--- src/rtl/kbfd_pkg.sv ---
package kbfd_pkg;
  localparam int BYTE_W   = 8;
  localparam int ROW_W    = 4;
  localparam int DRV_N    = 2;
  localparam int DRV_LSB  = ROW_W;
  localparam int SER_BIT  = 6;
  localparam int STB_BIT  = 7;
  localparam int ST_BUSY  = 4;
  localparam int ST_MFB   = 5;
  localparam int ST_CD    = 6;
  localparam int ST_WP    = 7;

  typedef logic [BYTE_W-1:0] byte_t;

  typedef struct packed {
    logic             strobe;
    logic             ser_sel;
    logic [DRV_N-1:0] drv_req;
    logic [ROW_W-1:0] row;
  } ctl_t;
endpackage

--- src/rtl/kbfd_rst_sync.sv ---
module kbfd_rst_sync #(
  parameter int STAGES = 2
) (
  input  logic clk_i,
  input  logic rst_n_i,
  output logic rst_n_o
);
  logic [STAGES-1:0] sync_q;
  logic [STAGES-1:0] sync_d;

  always_comb begin
    sync_d = {sync_q[STAGES-2:0], 1'b1};
  end

  always_ff @(posedge clk_i or negedge rst_n_i) begin
    if (!rst_n_i) sync_q <= '0;
    else          sync_q <= sync_d;
  end

  assign rst_n_o = sync_q[STAGES-1];
endmodule

--- src/rtl/kbfd_ctl_reg.sv ---
module kbfd_ctl_reg
  import kbfd_pkg::*;
#(
  parameter int BANK_W   = 3,
  parameter int RST_BANK = 7
) (
  input  logic              clk_i,
  input  logic              rst_n_i,
  input  logic              pa_wr_i,
  input  byte_t             pa_data_i,
  input  logic              pc_wr_i,
  input  byte_t             pc_data_i,
  output ctl_t              ctl_o,
  output logic [BANK_W-1:0] bank_o
);
  ctl_t              ctl_q, ctl_d;
  logic [BANK_W-1:0] bank_q, bank_d;
  logic              unused_pc_hi;

  assign unused_pc_hi = ^pc_data_i[BYTE_W-1:BANK_W];

  always_comb begin
    ctl_d = ctl_q;
    if (pa_wr_i) begin
      ctl_d.row     = pa_data_i[ROW_W-1:0];
      ctl_d.drv_req = pa_data_i[DRV_LSB +: DRV_N];
      ctl_d.ser_sel = pa_data_i[SER_BIT];
      ctl_d.strobe  = pa_data_i[STB_BIT];
    end
  end

  always_comb begin
    bank_d = bank_q;
    if (pc_wr_i) bank_d = pc_data_i[BANK_W-1:0];
  end

  always_ff @(posedge clk_i or negedge rst_n_i) begin
    if (!rst_n_i) begin
      ctl_q  <= '0;
      bank_q <= BANK_W'(RST_BANK);
    end else begin
      ctl_q  <= ctl_d;
      bank_q <= bank_d;
    end
  end

  assign ctl_o  = ctl_q;
  assign bank_o = bank_q;
endmodule

--- src/rtl/kbfd_key_mux.sv ---
module kbfd_key_mux
  import kbfd_pkg::*;
#(
  parameter int ROWS = 10,
  parameter int COLS = 8
) (
  input  logic [ROWS*COLS-1:0] key_rows_i,
  input  logic [ROW_W-1:0]     row_i,
  output logic [COLS-1:0]      col_o
);
  localparam int SLOTS = 1 << ROW_W;

  logic [COLS-1:0] slot [SLOTS];

  for (genvar r = 0; r < SLOTS; r++) begin : g_slot
    if (r < ROWS) begin : g_row
      assign slot[r] = key_rows_i[r*COLS +: COLS];
    end else begin : g_empty
      assign slot[r] = '1;
    end
  end

  assign col_o = slot[row_i];
endmodule

--- src/rtl/kbfd_drive_sel.sv ---
module kbfd_drive_sel
  import kbfd_pkg::*;
(
  input  logic [DRV_N-1:0] req_i,
  input  logic             motor_on_i,
  input  logic [DRV_N-1:0] wp_i,
  output logic [DRV_N-1:0] sel_o,
  output logic [DRV_N-1:0] motor_o,
  output logic             wp_sel_o
);
  always_comb begin
    sel_o = '0;
    for (int i = 0; i < DRV_N; i++) begin
      if (req_i[i]) begin
        sel_o    = '0;
        sel_o[i] = 1'b1;
      end
    end
  end

  assign motor_o  = sel_o & {DRV_N{motor_on_i}};
  assign wp_sel_o = |(sel_o & wp_i);
endmodule

--- src/rtl/kbfd_nmi_gen.sv ---
module kbfd_nmi_gen (
  input  logic clk_i,
  input  logic rst_n_i,
  input  logic drq_i,
  input  logic halt_i,
  output logic nmi_o
);
  logic nmi_q, nmi_d;

  always_comb begin
    nmi_d = nmi_q;
    if (!drq_i)      nmi_d = 1'b0;
    else if (halt_i) nmi_d = 1'b1;
  end

  always_ff @(posedge clk_i or negedge rst_n_i) begin
    if (!rst_n_i) nmi_q <= 1'b0;
    else          nmi_q <= nmi_d;
  end

  assign nmi_o = nmi_q;
endmodule

--- src/rtl/kbfd_port_glue.sv ---
module kbfd_port_glue
  import kbfd_pkg::*;
#(
  parameter int ROWS     = 10,
  parameter int COLS     = 8,
  parameter int BANK_W   = 3,
  parameter int RST_BANK = 7
) (
  input  logic                 clk_i,
  input  logic                 rst_n_i,
  input  logic                 pa_wr_i,
  input  logic [7:0]           pa_data_i,
  input  logic                 pc_wr_i,
  input  logic [7:0]           pc_data_i,
  input  logic [ROWS*COLS-1:0] key_rows_i,
  output logic [ROW_W-1:0]     row_sel_o,
  output logic [COLS-1:0]      col_data_o,
  output logic [DRV_N-1:0]     drv_sel_o,
  output logic [DRV_N-1:0]     drv_motor_o,
  input  logic                 motor_on_i,
  input  logic [DRV_N-1:0]     wp_i,
  input  logic                 prn_busy_i,
  input  logic                 carrier_i,
  output logic                 prn_strobe_o,
  output logic                 ser_sel_o,
  output logic [7:0]           status_o,
  output logic [BANK_W-1:0]    bank_o,
  input  logic                 fdc_drq_i,
  input  logic                 fdc_intrq_i,
  input  logic                 cpu_halt_i,
  output logic                 nmi_o,
  output logic                 irq_o
);
  logic rst_n_q;
  ctl_t ctl;
  logic wp_sel;

  kbfd_rst_sync #(.STAGES(2)) u_rst (
    .clk_i   (clk_i),
    .rst_n_i (rst_n_i),
    .rst_n_o (rst_n_q)
  );

  kbfd_ctl_reg #(.BANK_W(BANK_W), .RST_BANK(RST_BANK)) u_ctl (
    .clk_i     (clk_i),
    .rst_n_i   (rst_n_q),
    .pa_wr_i   (pa_wr_i),
    .pa_data_i (pa_data_i),
    .pc_wr_i   (pc_wr_i),
    .pc_data_i (pc_data_i),
    .ctl_o     (ctl),
    .bank_o    (bank_o)
  );

  kbfd_key_mux #(.ROWS(ROWS), .COLS(COLS)) u_keys (
    .key_rows_i (key_rows_i),
    .row_i      (ctl.row),
    .col_o      (col_data_o)
  );

  kbfd_drive_sel u_drv (
    .req_i      (ctl.drv_req),
    .motor_on_i (motor_on_i),
    .wp_i       (wp_i),
    .sel_o      (drv_sel_o),
    .motor_o    (drv_motor_o),
    .wp_sel_o   (wp_sel)
  );

  kbfd_nmi_gen u_nmi (
    .clk_i   (clk_i),
    .rst_n_i (rst_n_q),
    .drq_i   (fdc_drq_i),
    .halt_i  (cpu_halt_i),
    .nmi_o   (nmi_o)
  );

  always_comb begin
    status_o          = '0;
    status_o[ST_BUSY] = prn_busy_i;
    status_o[ST_MFB]  = ~motor_on_i;
    status_o[ST_CD]   = carrier_i;
    status_o[ST_WP]   = wp_sel;
  end

  assign row_sel_o    = ctl.row;
  assign prn_strobe_o = ctl.strobe;
  assign ser_sel_o    = ctl.ser_sel;
  assign irq_o        = fdc_intrq_i;
endmodule

--- config.mk ---
export PLATFORM = sky130hd
export DESIGN_NAME = kbfd_port_glue
export DESIGN_NICKNAME = d
export VERILOG_FILES = /design/src/rtl/kbfd_pkg.sv /design/src/rtl/kbfd_rst_sync.sv /design/src/rtl/kbfd_ctl_reg.sv /design/src/rtl/kbfd_key_mux.sv /design/src/rtl/kbfd_drive_sel.sv /design/src/rtl/kbfd_nmi_gen.sv /design/src/rtl/kbfd_port_glue.sv
export SDC_FILE = /design/constraint.sdc
export NUM_CORES = 1
export LEC_CHECK = 0
export ABC_AREA = 1
export ABC_CLOCK_PERIOD_IN_PS = 1200
export BUFFER_PORTS_ARGS = -buffer_cell sky130_fd_sc_hd__buf_2
export CAP_MARGIN = 20
export CORE_UTILIZATION = 39
export CTS_CLUSTER_DIAMETER = 40
export DETAILED_ROUTE_END_ITERATION = 12
export GPL_ROUTABILITY_DRIVEN = 0
export GPL_TIMING_DRIVEN = 0
export HOLD_SLACK_MARGIN = 0.02
export PLACE_DENSITY = 0.82
export SLEW_MARGIN = 20
export SYNTH_ARGS = -nofsm -noshare
export SYNTH_HDL_FRONTEND = slang
export SYNTH_SLANG_ARGS = --single-unit
--- constraint.sdc ---
create_clock -name clk_i -period 1.2 [get_ports clk_i]
set_input_delay 0.12 -clock clk_i [delete_from_list [all_inputs] [get_ports clk_i]]
set_output_delay 0.12 -clock clk_i [all_outputs]
set_load 0.01 [all_outputs]
==> flow_summary.json <==
{
  "cp_top_family": "buffers and inverters",
  "finalNonFillerCells": 481,
  "cts_max_level": 1,
  "firstDrtPassIters": 4,
  "ys_top_cells_by_area": "nand2_1, dfrtp_1, inv_1",
  "min_period_ps": 1620,
  "maxSlewViolCount": 0,
  "fmax_ghz": 0.616,
  "antenna_found_initial": 0,
  "finalWirelength_mm": 5.46,
  "ys_seq_area_frac": 0.221,
  "gr-total-overflow": 0,
  "clock_path_buffers": 2,
  "hp-class": "input pin to flip-flop",
  "period_share": 1.35,
  "grt_usage": 0.240,
  "critPathLaunchType": "flip-flop",
  "p_total_mw": 2.08,
  "required_ps": 1080,
  "rsz0062_at_grt": "true",
  "synth_top_family_by_area": "simple AND/OR/NAND/NOR gates",
  "crit_chain": "buf_6 -> buf_6 -> nand2_1 -> nand3_1 -> nand2_1 -> nand2_1 -> a21oi_2 -> buf_2",
  "vdd_drop_max_mv": 0.897,
  "drv_cap": 0,
  "final_layout_size_suffix_gt1_frac": 0.490,
  "die_y_um": 66.2,
  "finalSetupTns_ps": -3180,
  "failed_checks": "negative setup slack",
  "final_util": 0.698,
  "p_per_area_mw_per_mm2": 784,
  "mostFrequentLayoutCell": "buf_2",
  "outcome": "complete, but fails checks",
  "syn_area_mm2": 0.00161,
  "end_kind": "primary output",
  "synth-seq-cells": 14,
  "layout.nets": 542,
  "synth_top_area_frac": 0.255,
  "hold_violations": 0,
  "dr_total_vias": 2185,
  "ant_nets": 0,
  "ys.warnings.count": 0,
  "grt_pass1_vias": 1944,
  "viasPerCell": 4.54,
  "muxShareOfSynthArea": 0.0421,
  "path_max_fanout": 10,
  "power_leakage_nw": 1.66,
  "synth_fa_ha_area_frac": 0,
  "setup_violations": 9,
  "row_count": 22,
  "fill_cells": 332,
  "die_area_mm2": 0.00438,
  "critPathKind": "flip-flop to primary output",
  "grt_max_degree": 13,
  "clk_pin_slew_ps": 60,
  "synth_cells": 289,
  "initial_core_util": 0.423,
  "synth_compound_area_frac": 0.0569,
  "area_growth_pct": 65.2,
  "cp_slowest_stage_delay_ps": 390,
  "drtIter0Drc": 102,
  "die_w_um": 66.2,
  "core-area_mm2": 0.00380,
  "yosys.area_share.simple": 0.427,
  "n_antenna_cell": 0,
  "drc": 0,
  "synth_top_cell_by_area": "nand2_1",
  "dpl.hpwl_mm": 3.93,
  "cp.arrival_ps": 1500,
  "layout_common_cells": "buf_2, nand2_1, inv_1",
  "finalClockSkew_ps": 6.19,
  "postSynthAreaPerCell_um2": 5.55,
  "cts_tree": "done",
  "cts_root_buf": "clkbuf_8",
  "dp_cells": 466,
  "io_pins": 139,
  "clock_latency_ps": 240,
  "synth.distinct_cells": 21,
  "cts_num_sinks": 14,
  "cts_made_buffers": 3,
  "avgRoutedWirePerCell_um": 11.3,
  "crit_slowest_cell": "dfrtp_1",
  "grt_pass1_wl_mm": 8.05,
  "io_buffers": 126,
  "setup_ws_ps": -425,
  "path_buf_inv": 3,
  "cp_common_cell": "nand2_1",
  "synth_xor_area_frac": 0
}
[cells in the mapped netlist]
master,count
a21oi_1,5
a22o_1,1
buf_2,5
buf_4,17
buf_6,3
clkbuf_1,1
clkinv_1,1
conb_1,2
dfrtp_1,11
dfstp_2,3
inv_1,52
inv_2,1
inv_4,1
mux2_2,6
nand2_1,109
nand3_1,36
nor2_1,21
nor2_2,2
nor3_1,1
o21a_1,1
o21ai_0,10
[metrics by stage]
step           instance area (um^2)  hold slack (ps)  setup slack, ps
2_1_floorplan                  1640             -176             26.7
3_3_place_gp                   2330            -93.6             -227
3_5_place_dp                   2330            -91.4             -234
4_1_cts                        2600             78.9             -395
5_1_grt                        2650             80.6             -516
6_report                       2650             85.6             -425
[where the power goes]
part | leakage [nW] | switching (mW) | internal (mW) | total [mW]
Sequential | 0.161 | 0.0434 | 0.523 | 0.566
Combinational | 1.48 | 0.566 | 0.560 | 1.13
Clock | 0.0228 | 0.154 | 0.234 | 0.389
[repair_timing]
action                                  in CTS  in global routing
endpoints found under the setup margin       9                 13
gates resized for setup                     45                 18
setup buffers                                5                  1
hold buffers                                 1                  0
endpoints found under the hold margin        2                  0
pin swaps                                   12                 13
gates cloned                                 5                  0
[worst paths after layout]
kind / startpoint / end / slack [ps] / depth (start not counted)
min in group asynchronous: u_rst.sync_q[1] / u_ctl.ctl_o[0] / 180 / 0
min: fdc_drq_i / u_nmi.nmi_o / 90 / 2
max: u_ctl.ctl_o[0] / col_data_o[5] / -420 / 8
max reg2reg: u_ctl.ctl_o[0] / u_ctl.ctl_o[0] / 50 / 5
max in group asynchronous: u_rst.sync_q[1] / u_ctl.bank_o[1] / 670 / 0
min reg2reg: u_rst.sync_q[1] / u_ctl.ctl_o[0] / 180 / 0
[routing by layer]
metal | routed length, um | part of all wire | track usage
met5 | 0 | 0 | 0
met4 | 119 | 0.022 | 0.0824
met3 | 434 | 0.080 | 0.0293
met2 | 2680 | 0.49 | 0.441
met1 | 2220 | 0.41 | 0.284
[cell families after synthesis]
logic type      after synthesis
simple gates                169
buf+inv                      81
compound gates               17
flops                        14
mux                           6
other cells                   2
[state kept, by name, summed over array words and instances (netlist names)]
signal / count
u_ctl.ctl_o: 8
u_rst.sync_q: 2
u_ctl.bank_o: 3
u_nmi.nmi_o: 1
[area by class of cell]
type,instances,area (um^2),area share
Multi-Input combinational cell,197,976,0.368
Timing Repair Buffer,137,768,0.290
Sequential cell,14,357,0.134
Buffer,25,223,0.0840
Inverter,55,215,0.0811
Tap cell,48,60.1,0.0226
Clock buffer,4,45.0,0.0170
Timing Repair inverter,1,8.76,0.00330
No activity file was read; power rests on OpenSTA's default activity.
